`src/rtl/rg_pkg.sv`:
```
// Package rg_pkg
// Shared helpers for the regulator supervisor. Assumes nothing beyond
// parameter values of at least one.
package rg_pkg;

    // Width of a counter holding 0 .. n-1, never less than one bit.
    function automatic int cnt_width(input int n);
        return (n > 1) ? $clog2(n) : 1;
    endfunction

    // Pair of validity transition events.
    typedef struct packed {
        logic rise;
        logic fall;
    } pg_evt_t;

endpackage

```
`src/rtl/rg_enable_ctl.sv`:
```
// Module rg_enable_ctl
// Resolves the effective enable from the software bit, the pin select and
// the pin. It holds the short-circuit lockout and the sticky short-circuit flag.
// Assumes all inputs are synchronous to clk. The lockout releases only while
// the effective enable is low.
module rg_enable_ctl (
    input  logic clk,
    input  logic rst_n,
    input  logic sw_enable,
    input  logic pin_select,
    input  logic ext_enable,
    input  logic trip,
    input  logic clear_short,
    output logic rail_on,
    output logic short_flag
);
    logic eff_en;
    logic lock_q;

    // Effective enable: software bit gated by the pin when pin control is chosen.
    always_comb eff_en = sw_enable & (~pin_select | ext_enable);

    // Run command: enabled and not locked out.
    always_comb rail_on = eff_en & ~lock_q;

    // Lockout: set on a trip, released once the enable goes away.
    always_ff @(posedge clk) begin
        if (!rst_n)       lock_q <= 1'b0;
        else if (!eff_en) lock_q <= 1'b0;
        else if (trip)    lock_q <= 1'b1;
    end

    // Sticky fault flag: a trip outranks a clear in the same cycle.
    always_ff @(posedge clk) begin
        if (!rst_n)           short_flag <= 1'b0;
        else if (trip)        short_flag <= 1'b1;
        else if (clear_short) short_flag <= 1'b0;
    end
endmodule

```
`src/rtl/rg_short_timer.sv`:
```
// Module rg_short_timer
// Counts consecutive cycles of 'active' through a prescaler and a tick counter.
// It pulses 'expire' on the cycle that completes CLK_PER_TICK*TICKS_PER_MS
// active cycles. Any inactive cycle restarts both stages.
module rg_short_timer #(
    parameter int CLK_PER_TICK = 250,
    parameter int TICKS_PER_MS = 1000
) (
    input  logic clk,
    input  logic rst_n,
    input  logic active,
    output logic expire
);
    import rg_pkg::*;

    localparam int PW = cnt_width(CLK_PER_TICK);
    localparam int TW = cnt_width(TICKS_PER_MS);
    localparam logic [PW-1:0] PRE_LAST  = PW'(CLK_PER_TICK - 1);
    localparam logic [TW-1:0] TICK_LAST = TW'(TICKS_PER_MS - 1);

    logic [PW-1:0] pre_q;
    logic [TW-1:0] tick_q;
    logic          tick;

    // Prescaler wrap marks one tick.
    always_comb tick = active & (pre_q == PRE_LAST);

    // Expiry on the last cycle of the last tick.
    always_comb expire = tick & (tick_q == TICK_LAST);

    // Prescaler: runs only while active, restarts otherwise.
    always_ff @(posedge clk) begin
        if (!rst_n || !active) pre_q <= '0;
        else if (tick)         pre_q <= '0;
        else                   pre_q <= pre_q + 1'b1;
    end

    // Tick counter: advances on each tick, restarts on inactivity or expiry.
    always_ff @(posedge clk) begin
        if (!rst_n || !active) tick_q <= '0;
        else if (expire)       tick_q <= '0;
        else if (tick)         tick_q <= tick_q + 1'b1;
    end
endmodule

```
`src/rtl/rg_pg_monitor.sv`:
```
// Module rg_pg_monitor
// Derives live power-good from the comparators and the window mode. It
// detects validity transitions and keeps the sticky power-good flag.
// Assumes rail_on is the run command; a fall seen while the rail is off is
// treated as commanded and not reported.
module rg_pg_monitor (
    input  logic clk,
    input  logic rst_n,
    input  logic rail_on,
    input  logic above_uv,
    input  logic below_ov,
    input  logic window_mode,
    input  logic mask_rise,
    input  logic mask_fall,
    input  logic clear_pg,
    output logic pgood,
    output logic pg_flag
);
    import rg_pkg::*;

    logic    pg_q;
    pg_evt_t evt;
    logic    set_flag;

    // Validity: undervoltage only, or full window when selected.
    always_comb pgood = rail_on & above_uv & (~window_mode | below_ov);

    // Transitions against last cycle's validity.
    always_comb begin
        evt.rise = pgood & ~pg_q;
        evt.fall = ~pgood & pg_q & rail_on;
    end

    // Unmasked event sets the flag.
    always_comb set_flag = (evt.rise & ~mask_rise) | (evt.fall & ~mask_fall);

    // Previous validity for edge detection.
    always_ff @(posedge clk) begin
        if (!rst_n) pg_q <= 1'b0;
        else        pg_q <= pgood;
    end

    // Sticky flag: an event outranks a clear in the same cycle.
    always_ff @(posedge clk) begin
        if (!rst_n)        pg_flag <= 1'b0;
        else if (set_flag) pg_flag <= 1'b1;
        else if (clear_pg) pg_flag <= 1'b0;
    end
endmodule

```
`src/rtl/rail_guard.sv`:
```
// Module rail_guard
// Top of the regulator supervisor: enable resolution with short-circuit
// lockout, the millisecond short-circuit timer and the power-good monitor.
// Assumes comparator inputs are synchronous and glitch-free at clk.
module rail_guard #(
    parameter int CLK_PER_TICK = 250,
    parameter int TICKS_PER_MS = 1000
) (
    input  logic clk,
    input  logic rst_n,
    input  logic sw_enable,
    input  logic pin_select,
    input  logic ext_enable,
    input  logic above_short,
    input  logic above_uv,
    input  logic below_ov,
    input  logic window_mode,
    input  logic mask_rise,
    input  logic mask_fall,
    input  logic clear_short,
    input  logic clear_pg,
    output logic rail_on,
    output logic pgood,
    output logic short_flag,
    output logic pg_flag
);
    logic sc_active;
    logic sc_expire;

    // Timer runs while the rail is commanded on but sits below the short level.
    always_comb sc_active = rail_on & ~above_short;

    rg_enable_ctl u_en (
        .clk         (clk),
        .rst_n       (rst_n),
        .sw_enable   (sw_enable),
        .pin_select  (pin_select),
        .ext_enable  (ext_enable),
        .trip        (sc_expire),
        .clear_short (clear_short),
        .rail_on     (rail_on),
        .short_flag  (short_flag)
    );

    rg_short_timer #(
        .CLK_PER_TICK (CLK_PER_TICK),
        .TICKS_PER_MS (TICKS_PER_MS)
    ) u_tmr (
        .clk    (clk),
        .rst_n  (rst_n),
        .active (sc_active),
        .expire (sc_expire)
    );

    rg_pg_monitor u_pg (
        .clk         (clk),
        .rst_n       (rst_n),
        .rail_on     (rail_on),
        .above_uv    (above_uv),
        .below_ov    (below_ov),
        .window_mode (window_mode),
        .mask_rise   (mask_rise),
        .mask_fall   (mask_fall),
        .clear_pg    (clear_pg),
        .pgood       (pgood),
        .pg_flag     (pg_flag)
    );
endmodule

```
`config.mk`:
```
export PLATFORM = sky130hd
export DESIGN_NAME = rail_guard
export DESIGN_NICKNAME = d
export VERILOG_FILES = /design/src/rtl/rg_pkg.sv /design/src/rtl/rg_enable_ctl.sv /design/src/rtl/rg_short_timer.sv /design/src/rtl/rg_pg_monitor.sv /design/src/rtl/rail_guard.sv
export SDC_FILE = /design/constraint.sdc
export NUM_CORES = 1
export LEC_CHECK = 0
export BUFFER_PORTS_ARGS = -buffer_cell sky130_fd_sc_hd__buf_2
export CAP_MARGIN = 10
export CORE_ASPECT_RATIO = 1.25
export CORE_MARGIN = 10
export CORE_UTILIZATION = 45
export DETAILED_ROUTE_END_ITERATION = 12
export PLACE_DENSITY = 0.7
export SLEW_MARGIN = 25
export SYNTH_ARGS = -nofsm -noshare
export SYNTH_HDL_FRONTEND = slang
export SYNTH_SLANG_ARGS = --single-unit
```
`constraint.sdc`:
```
create_clock -name clk -period 2.7 [get_ports clk]
set_input_delay 0.405 -clock clk [delete_from_list [all_inputs] [get_ports clk]]
set_output_delay 0.405 -clock clk [all_outputs]
set_load 0.005 [all_outputs]
```
# [After elaboration in Yosys (flattened, before gate mapping)]
# Index checks and enable logic that the tools add are counted.
[totals] ff_bits=22 in_bits=13 out_inout_bits=4 word_cells=45
[classes] addsub=2 eq_ne=2 muxes=4 bitwise_logic=23 n_reduce_logical=8
[op_table] operator="bitwise AND 1 bit" count=12
[op_table] operator="adder 10 x 1 -> 10 bit, second input constant" count=1
[op_table] operator="equality test 10 bit, second input constant" count=1
[op_table] operator="adder 8 x 1 -> 8 bit, second input constant" count=1
[op_table] operator="equality test 8 bit, second input constant" count=1
[op_table] operator="NOT 1 bit" count=8
[op_table] operator="two-way mux 1 bit" count=4
[op_table] operator="nonzero test 2 bit" count=2
[op_table] operator="OR reduction 2 bit" count=2
[op_table] operator="OR 1 bit" count=3
[op_table] operator="logical NOT 1 bit" count=2
[op_table] operator="AND reduction 2 bit" count=1
[op_table] operator="logical OR 1 bit" count=1

# [Logic depth before layout (Yosys ltp)]
# Gate-level depths: netlist of run 1.
[logic_depth] depth_word=12 depth_mapped=7 depth_no_buf=6

# [Cells and area by module]
# Synthesis of run 1 repeated with hierarchy kept, for this count alone.
[hier_totals] hier_cells=114 hier_area_um2=1036.0
[modules_own_cells] module="rg_short_timer" instances=1 cells_per_inst=92 area_per_inst_um2=834.6 seq_area_each_um2=360.3
[modules_own_cells] module="rg_pg_monitor" instances=1 cells_per_inst=12 area_per_inst_um2=96.3 seq_area_each_um2=40.0
[modules_own_cells] module="rg_enable_ctl" instances=1 cells_per_inst=9 area_per_inst_um2=91.3 seq_area_each_um2=40.0
[modules_own_cells] module="rail_guard" instances=1 cells_per_inst=1 area_per_inst_um2=13.8 seq_area_each_um2=0.0

# [Least setup slack after synthesis of run 1]
# No wires, ideal clock.
[synth_timing] path_type="register -> register" startpoint="register u_tmr.pre_q[0]" endpoint="register u_tmr.tick_q[5]" setup_time_ns=0.080 t_arrival_ns=1.513 required_ns=2.620 path_slack_ns=1.107 path_stages_with_launch=6 synth_period_minus_slack_ns=1.593 path_cell_list="dfxtp_1 > ha_1 > and4bb_1 > nand3_2 > or4_1 > a211oi_2"
[synth_between] elab_chain_cells=4
[synth_lines] element="from (decl)" line_no="rg_short_timer.sv:21" rtl="logic [PW-1:0] pre_q;"
[synth_lines] element="from (signal assigned)" line_no="rg_short_timer.sv:35" rtl="else pre_q <= pre_q + 1'b1;"
[synth_lines] element="equality test 8 bit *" line_no="rg_short_timer.sv:26" rtl="always_comb tick = active & (pre_q == PRE_LAST);"
[synth_lines] element="bitwise AND 1 bit *" line_no="rg_short_timer.sv:26"
[synth_lines] element="bitwise AND 1 bit" line_no="rg_short_timer.sv:29" rtl="always_comb expire = tick & (tick_q == TICK_LAST);"
[synth_lines] element="OR reduction 2 bit (no source line)"
[synth_lines] element="to (signal assigned)" line_no="rg_short_timer.sv:42" rtl="else if (tick) tick_q <= tick_q + 1'b1;"
[synth_lines] element="to (decl)" line_no="rg_short_timer.sv:22" rtl="logic [TW-1:0] tick_q;"
# Every way passes the cells marked *; elsewhere a longest branch is shown, timed or not.
# A chain may end at the register's enable or synchronous reset.

# [Final worst setup path of run 1]
[layout_timing] startpoint="register u_tmr.pre_q[3]" endpoint="register u_en.lock_q"
[layout_between] elab_chain_cells=3
[layout_lines] element="equality test 8 bit" line_no="rg_short_timer.sv:26"
[layout_lines] element="bitwise AND 1 bit" line_no="rg_short_timer.sv:26"
[layout_lines] element="bitwise AND 1 bit" line_no="rg_short_timer.sv:29"
[layout_lines] element="to (signal assigned)" line_no="rg_enable_ctl.sv:28" rtl="if (!rst_n) lock_q <= 1'b0;"
[layout_lines] element="to (signal assigned)" line_no="rg_enable_ctl.sv:29" rtl="else if (!eff_en) lock_q <= 1'b0;"
[layout_lines] element="to (signal assigned)" line_no="rg_enable_ctl.sv:30" rtl="else if (trip) lock_q <= 1'b1;"
[layout_lines] element="to (decl)" line_no="rg_enable_ctl.sv:18" rtl="logic lock_q;"
# No other way between the ends.

==> impl_metrics.toml, run 1 <==
[global_route]
antenna_found_initial = 0
grt_max_degree = 15
grt-ovfl-total = 0
grt_pass1_vias = 995
track_usage = 0.100
grt_pass1_wl_um = 4290

[place]
port_buffers = 16
place.detailed.hpwl_um = 1780
place_congestion = 0.745

[critical_path]
start_kind = "flip-flop"
r2r_end = "u_en.lock_q"
crit_required_ns = 2.95
cp_max_fo = 13
crit_arrival_ns = 2.26
cp-end-kind = "flip-flop"
reg2reg_depth = 4
crit_type = "flip-flop to flip-flop"
reg2reg_slack_ns = 0.68
r2r_start = "u_tmr.pre_q[3]"

[detailed_routing]
vias = 1000
wire_per_inst_um = 13.2
drt_wl_total_um = 2330
drc_errors = 0
first_iter_violations = 25
ant_nets = 0
via_per_inst = 5.65
drtPass1Iterations = 4

[sta]
fin_crit_ns = 2.02
slew-limit-headroom = 0.711
finalCritPeriodShare = 0.746
setup_viol = 0
timing.fmax_ghz = 0.496
final.setup.tns_ns = 0
rsz0062_at_grt = "false"
skew_ns = 0.00420
hold-worst-slack_ns = 0.361
maxSlewViolCount = 0
hold_violations = 0
tightest_slew_ns = 0.431

[run]
maxCapViolations = 0

[power_and_ir_drop]
powerDensity_nw_per_um2 = 419
vdd_drop_max_v = 0.000282
p_leak_nw = 0.422

[floorplan]
dieArea_sq_um = 4920
fp.dieH_um = 76.0
core-area_sq_um = 2430
fp-row-count = 20
die_w_um = 64.8
ios = 17
start_util = 0.464

[synthesis]
synth.top_cell.area_share = 0.391
netlist_instances = 127
ys_warn_count = 0
synthArstFlopShare = 0
synth_area_sq_um = 1130
synth_top_flop_cell = "dfxtp_1"
synth.avg_cell_area_sq_um = 8.88
synth-seq-cells = 22
synth_nets = 143
ys_seq_area_frac = 0.391
ys_types = 37
synth_largest_area_cell = "dfxtp_1"
synth_edf_count = 0
synthTopCellsByArea = "dfxtp_1 39%, o31ai_1 4.7%, a211oi_1 4.0%"

[worst_hold_path]
min_from = "sw_enable"
hp-class = "input port to flip-flop"
worstHoldPathCells = 2
hold_end = "u_en.lock_q"

[layout]
final_common_cell = "dfxtp_1"
mostFrequentLayoutCells = "22 x dfxtp_1, 16 x buf_2, 12 x nor2_1"
syn2layout_area_growth_pct = 13.1
antenna_cells = 0
final_nets = 161
drive_gt1_frac = 0.208

[cts]
cts_max_level = 1
cts_sinks = 22
cts_tree = "built"
clock_latency_ns = 0.30
clk_pin_slew_worst_paths_ns = 0.12
cts_max_path_buffers = 2
cts_root_buf = "clkbuf_4"
postCtsSetupBuffers = 0
post_cts_resized = 0
ctsHoldBuffers = 0
cts_buffers = 3

[run_status]
status = "finished clean"
through the flow:
stage	worst slack (ns)	total power, mW	cells	area, sq um	utilization
after CTS	0.695	0.543	177	1270	0.525
after global routing	0.478	0.562	177	1270	0.525
after floorplan	1.11	0.348	127	1130	-
after global placement	0.838	0.363	173	1240	0.510
final	0.685	0.534	177	1270	0.525
after detailed placement	0.750	0.364	173	1240	0.510
where the power goes:
group	leakage, nW	internal (mW)	switching (mW)
Sequential	0.177	0.326	0.00114
Combinational	0.223	0.0151	0.0145
Clock	0.0210	0.0821	0.0950
synthesized netlist by cell type (4+ instances only):
cell / n
nand2_1: 5
nand3_1: 7
or4_1: 4
dfxtp_1: 22
nand4b_1: 4
inv_1: 4
o31ai_1: 7
nand2b_1: 5
nor2_1: 12
nor3_1: 4
a211oi_1: 6
how the worst max path moves through the flow:
stage	start	endpoint	slack, ns	cells after the start
after global routing	u_tmr.pre_q[3]	u_en.lock_q	0.48	4
after CTS	u_tmr.pre_q[3]	u_en.lock_q	0.69	4
after floorplan	u_tmr.pre_q[0]	u_tmr.tick_q[5]	1.11	5
after detailed placement	u_tmr.pre_q[3]	u_en.lock_q	0.75	4
final	u_tmr.pre_q[3]	u_en.lock_q	0.68	4
after global placement	u_tmr.pre_q[3]	u_en.lock_q	0.84	4
routing by layer:
metal  up-vias  GRT usage  share of wire  wire length (um)
met5         -          0              0                 0
met4         0     0.0300         0.0051                12
li1        500          -              -                 -
met1       481      0.121           0.43              1010
met3         2     0.0250          0.029                68
met2        17      0.169           0.53              1250
critical path: stages (launching register included):
cell and delay (ns):
dfxtp_1 0.44, nand4_2 0.30, nor3_2 0.47, and4_1 0.53
o2111a_1 0.22
layout make-up:
cell class	instances	area [sq um]
multi-input cells	96	647
repair buffers	18	95.1
inverters	4	15.0
fillers	242	1150
flip-flops and latches	22	440
well taps	33	41.3
clock buffers	4	36.3
cell families (layout without fill, tap and decap cells):
group,Yosys count,in the layout,share of synthesized area
adders and majority gates,3,3,0.0333
AOI/OAI and AO/OA,25,25,0.166
xor gates and xnor gates,6,6,0.0466
and+or+nand+nor,62,62,0.327
buffers and inverters,9,26,0.0355
DFF,22,22,0.391
state kept, by name, indices dropped and copies added, names as in the netlist:
signal and count:
u_en.lock_q 1, u_en.short_flag 1, u_pg.pg_flag 1, u_tmr.tick_q 10, u_tmr.pre_q 8, u_pg.pg_q 1
Note: power is estimated with default switching activity, not from simulation.
==> inputs of run 2 (changes only) <==
==> constraint.sdc (replaced) <==
create_clock -name clk -period 1.9 [get_ports clk]
set_input_delay 0.285 -clock clk [delete_from_list [all_inputs] [get_ports clk]]
set_output_delay 0.285 -clock clk [all_outputs]
set_load 0.005 [all_outputs]
==> run 2 against run 1 <==
Largest cell class unchanged. Critical endpoint is now u_tmr.tick_q[5]. Register-to-register slack lost 0.58 ns. Wire length grew 6.4%. Critical path type unchanged. Critical path depth grew 1.
==> impl_metrics.toml, run 2 (same netlist as run 1, synthesis figures left out) <==
[run_status]
status = "finished clean"

[layout]
layout.cells.non_filler = 182
mostFrequentLayoutCells = "22 x dfxtp_1, 16 x buf_2, 12 x nor2_1"
largest_reg_flops = 10
syn2layout_area_growth_pct = 18.5
post-route-util = 0.551
antenna_cells = 0
largest_registers = "u_tmr.tick_q (10), u_tmr.pre_q (8)"
drive_gt1_frac = 0.235
top_register = "u_tmr.tick_q"
final_common_cell = "dfxtp_1"
final_area_sq_um = 1340
final_nets = 166

[floorplan]
dieArea_sq_um = 4920
core-area_sq_um = 2430
die_w_um = 64.8
ios = 17
fp.dieH_um = 76.0
fp-row-count = 20
start_util = 0.464

[detailed_routing]
via_per_inst = 5.59
wire_per_inst_um = 13.6
first_iter_violations = 39
drt_wl_total_um = 2480
drc_errors = 0
vias = 1018
drtPass1Iterations = 4
ant_nets = 0

[place]
port_buffers = 16
placed_area_sq_um = 1280
place_inst = 178
pre_cts_slack_ns = 0.0986
place.detailed.hpwl_um = 1900
place_congestion = 0.805

[sta]
finalCritPeriodShare = 0.945
hold_violations = 0
layout_setup_ws_ns = 0.105
slew-limit-headroom = 0.794
maxSlewViolCount = 0
timing.fmax_ghz = 0.557
rsz0062_at_grt = "false"
skew_ns = 0.00810
fin_crit_ns = 1.79
setup_viol = 0
final.setup.tns_ns = 0
tightest_slew_ns = 0.309

[critical_path]
startpoint = "u_tmr.pre_q[0]"
crit_required_ns = 2.14
crit_type = "flip-flop to flip-flop"
reg2reg_depth = 5
cp-end-kind = "flip-flop"
r2r_start = "u_tmr.pre_q[0]"
cp_max_fo = 11
reg2reg_slack_ns = 0.11
start_kind = "flip-flop"
crit_arrival_ns = 2.03

[global_route]
track_usage = 0.102
grt-ovfl-total = 0
grt_pass1_vias = 1014
antenna_found_initial = 0
grt_pass1_wl_um = 4280
grt_max_degree = 14

[power_and_ir_drop]
switching_share = 0.190
vdd_drop_max_v = 0.000499
internal-power_mw = 0.698
seqPwrFrac = 0.539
p_leak_nw = 0.454
powerDensity_nw_per_um2 = 645
p_switching_mw = 0.164
clkPwrFrac = 0.409
p_comb_frac = 0.052

[cts]
cts_root_buf = "clkbuf_4"
clock_latency_ns = 0.30
postCtsSetupBuffers = 0
cts_max_path_buffers = 2
cts_buffers = 3
cts_tree = "built"
cts_max_level = 1
cts_sinks = 22
clk_pin_slew_worst_paths_ns = 0.13

[worst_hold_path]
worstHoldPathCells = 2
hp-class = "input port to flip-flop"
min_from = "sw_enable"

[run]
maxCapViolations = 0
-- run 2: changes by cell type in the layout (fill, tap and decap cells not counted) --
| cell | delta |
|---|---|
| buf_4 | +5 |
| clkbuf_8 | -1 |
| nand3_4 | +1 |
| nand3_2 | -1 |
| bufinv_16 | +1 |
-- run 2: path summary, 6_finish.rpt --
| path | end |
|---|---|
| setup / recovery | u_tmr.tick_q[5] |
| hold reg to reg | u_tmr.pre_q[0] |
| setup reg to reg | u_tmr.tick_q[5] |
| hold / removal | u_en.lock_q |
-- run 2: through the flow --
| stage | hold slack [ns] | total power [mW] |
|---|---|---|
| after detailed placement | 0.459 | 0.519 |
| after global routing | 0.232 | 0.895 |
| after CTS | 0.234 | 0.875 |
| after floorplan | 0.403 | 0.495 |
| final | 0.245 | 0.862 |
| after global placement | 0.449 | 0.517 |
-- run 2: layer usage --
metal	track usage	vias to the layer above	wire length [um]
met5	0	-	0
met4	0.0408	0	25
met3	0.0176	2	46
met2	0.193	5	1420
met1	0.103	500	994
li1	-	511	-
-- run 2: layout make-up --
class,instances,area [sq um]
clock buffers,3,22.5
flip-flops and latches,22,440
well taps,33,41.3
repair buffers,23,133
fillers,239,1090
clock inverters,1,30.0
inverters,4,15.0
multi-input cells,96,654
-- run 2: power by group through the flow --
stage	logic (mW)	registers, mW	clock network (mW)
6_report	0.0449	0.465	0.352
5_1_grt	0.0496	0.466	0.379
4_1_cts	0.0436	0.465	0.366
3_5_place_dp	0.0433	0.475	0
3_3_place_gp	0.0419	0.475	0
2_1_floorplan	0.0194	0.475	0
-- run 2: what timing repair did --
item	in CTS	in global routing
resized for setup	0	1
endpoints found under the setup margin	0	2
hold buffers	0	0
-- run 2: critical path: stages (launching register included) --
cell and delay, ns:
dfxtp_1 0.40, ha_1 0.19, and4bb_1 0.25, nand3_4 0.14
or4_1 0.55, a211oi_2 0.21
==> inputs of run 3 (changes only) <==
--- a/config.mk
+++ b/config.mk
@@ -9,9 +9,10 @@
 export CAP_MARGIN = 10
 export CORE_ASPECT_RATIO = 1.25
 export CORE_MARGIN = 10
-export CORE_UTILIZATION = 45
+export CORE_UTILIZATION = 54
 export DETAILED_ROUTE_END_ITERATION = 12
-export PLACE_DENSITY = 0.7
+export MAX_ROUTING_LAYER = met4
+export PLACE_DENSITY = 0.81
 export SLEW_MARGIN = 25
 export SYNTH_ARGS = -nofsm -noshare
 export SYNTH_HDL_FRONTEND = slang
==> run 3 against run 2 <==
Clock skew down 0.0047 ns. Combinational power about the same. Total power down 11%. Critical path depth up 1. First-iteration DRC count up 36%. Largest power group unchanged. Non-clock buffer count unchanged. Sequential cell count unchanged. Fmax up 3.5%. Global-route usage up 3.3 points. Sequential share of layout area up 0.89 points. Register-to-register slack better by 0.06 ns. Largest cell class unchanged. Hold slack worse by 0.0081 ns.
==> impl_metrics.toml, run 3 (same netlist as run 1, synthesis figures left out) <==
[run_status]
status = "finished clean"

[sta]
timing.fmax_ghz = 0.577
fin_crit_ns = 1.73
rsz0062_at_grt = "false"
slew-limit-headroom = 0.825
layout_setup_ws_ns = 0.166
final.setup.tns_ns = 0
tightest_slew_ns = 0.261
setup_viol = 0
finalCritPeriodShare = 0.913
hold_violations = 0
maxSlewViolCount = 0
hold-worst-slack_ns = 0.237
skew_ns = 0.00345

[cts]
ctsHoldBuffers = 0
postCtsSetupBuffers = 0
cts_max_level = 1
cts_buffers = 3
cts_root_buf = "clkbuf_4"
cts_tree = "built"
clk_pin_slew_worst_paths_ns = 0.12
clock_latency_ns = 0.30
cts_max_path_buffers = 2
cts_sinks = 22

[power_and_ir_drop]
p_switching_mw = 0.161
switching_share = 0.211
p_total_mw = 0.763
p_leak_nw = 0.447
seqPwrFrac = 0.609
vdd_drop_max_v = 0.000460
p_comb_frac = 0.058
clkPwrFrac = 0.332
powerDensity_nw_per_um2 = 585
internal-power_mw = 0.602

[layout]
drive_gt1_frac = 0.242
antenna_cells = 0
mostFrequentLayoutCells = "21 x dfxtp_1, 16 x buf_2, 12 x nor2_1"
post-route-util = 0.658
final_nets = 166
largest_registers = "u_tmr.tick_q (10), u_tmr.pre_q (8)"
final_common_cell = "dfxtp_1"
layout.cells.non_filler = 169
top_register = "u_tmr.tick_q"
largest_reg_flops = 10
syn2layout_area_growth_pct = 15.8
final_area_sq_um = 1310

[detailed_routing]
wire_per_inst_um = 15.3
first_iter_violations = 53
vias = 1011
ant_nets = 0
via_per_inst = 5.98
drt_wl_total_um = 2580
drc_errors = 0
drtPass1Iterations = 4

[global_route]
grt-busiest-layer = "met2"
grt_pass1_wl_um = 4610
grt_use_met1 = 0.136
track_usage = 0.135
antenna_found_initial = 0
grt_max_degree = 13
use_met3 = 0.0232
grt-ovfl-total = 0
grt_pass1_vias = 1068
grt_use_met2 = 0.244

[floorplan]
fp.dieH_um = 71.1
ios = 17
core-area_sq_um = 1980
die_w_um = 60.9
dieArea_sq_um = 4330
fp-row-count = 18
start_util = 0.569

[place]
port_buffers = 16
place_inst = 165
pre_cts_slack_ns = 0.130
place.detailed.hpwl_um = 2060
place_congestion = 0.850
placed_area_sq_um = 1260

[worst_hold_path]
hp-class = "input port to flip-flop"

[critical_path]
crit_type = "flip-flop to flip-flop"
crit_required_ns = 2.14
crit_arrival_ns = 1.97
cp_max_fo = 11
cp-end-kind = "flip-flop"
start_kind = "flip-flop"

[run]
maxCapViolations = 0
## run 3: repair_timing
action,in CTS,in global routing
endpoints found under the setup margin,0,2
hold endpoints to repair,0,0
gates resized for setup,0,2
## run 3: power by group through the flow
stage	Sequential [mW]	Clock, mW	Combinational [mW]
floorplan	0.475	0	0.0194
global placement	0.475	0	0.0416
detailed placement	0.475	0	0.0438
CTS	0.465	0.263	0.0439
global route	0.466	0.286	0.0496
finish	0.465	0.253	0.0446
## run 3: critical path, cell delays in order (launching register included)
cell and delay [ns]:
dfxtp_1 0.35, inv_1 0.06, ha_1 0.15, and4bb_1 0.24
nand3_4 0.13, or4_1 0.54, a211oi_2 0.21
## run 3: worst paths after layout
| path | start | endpoint | slack, ns | depth (start not counted) |
|---|---|---|---|---|
| setup reg to reg | u_tmr.pre_q[1] | u_tmr.tick_q[5] | 0.17 | 6 |
| hold / removal | sw_enable | u_en.lock_q | 0.24 | 2 |
| hold reg to reg | u_tmr.pre_q[0] | u_tmr.pre_q[0] | 0.45 | 1 |
| setup / recovery | u_tmr.pre_q[1] | u_tmr.tick_q[5] | 0.17 | 6 |
## run 3: area by class of cell
type                    count  area [sq um]
well taps                  20          25.0
clock buffers               4          36.3
repair buffers             23           133
inverters                   4          15.0
flip-flops and latches     22           442
fillers                   160           677
multi-input cells          96           654
## run 3: per-layer routing
layer / vias up / part of all wire
met4: 0 / 0.0035
li1: 514 / -
met3: 2 / 0.023
met2: 12 / 0.58
met1: 483 / 0.39
met5: - / 0
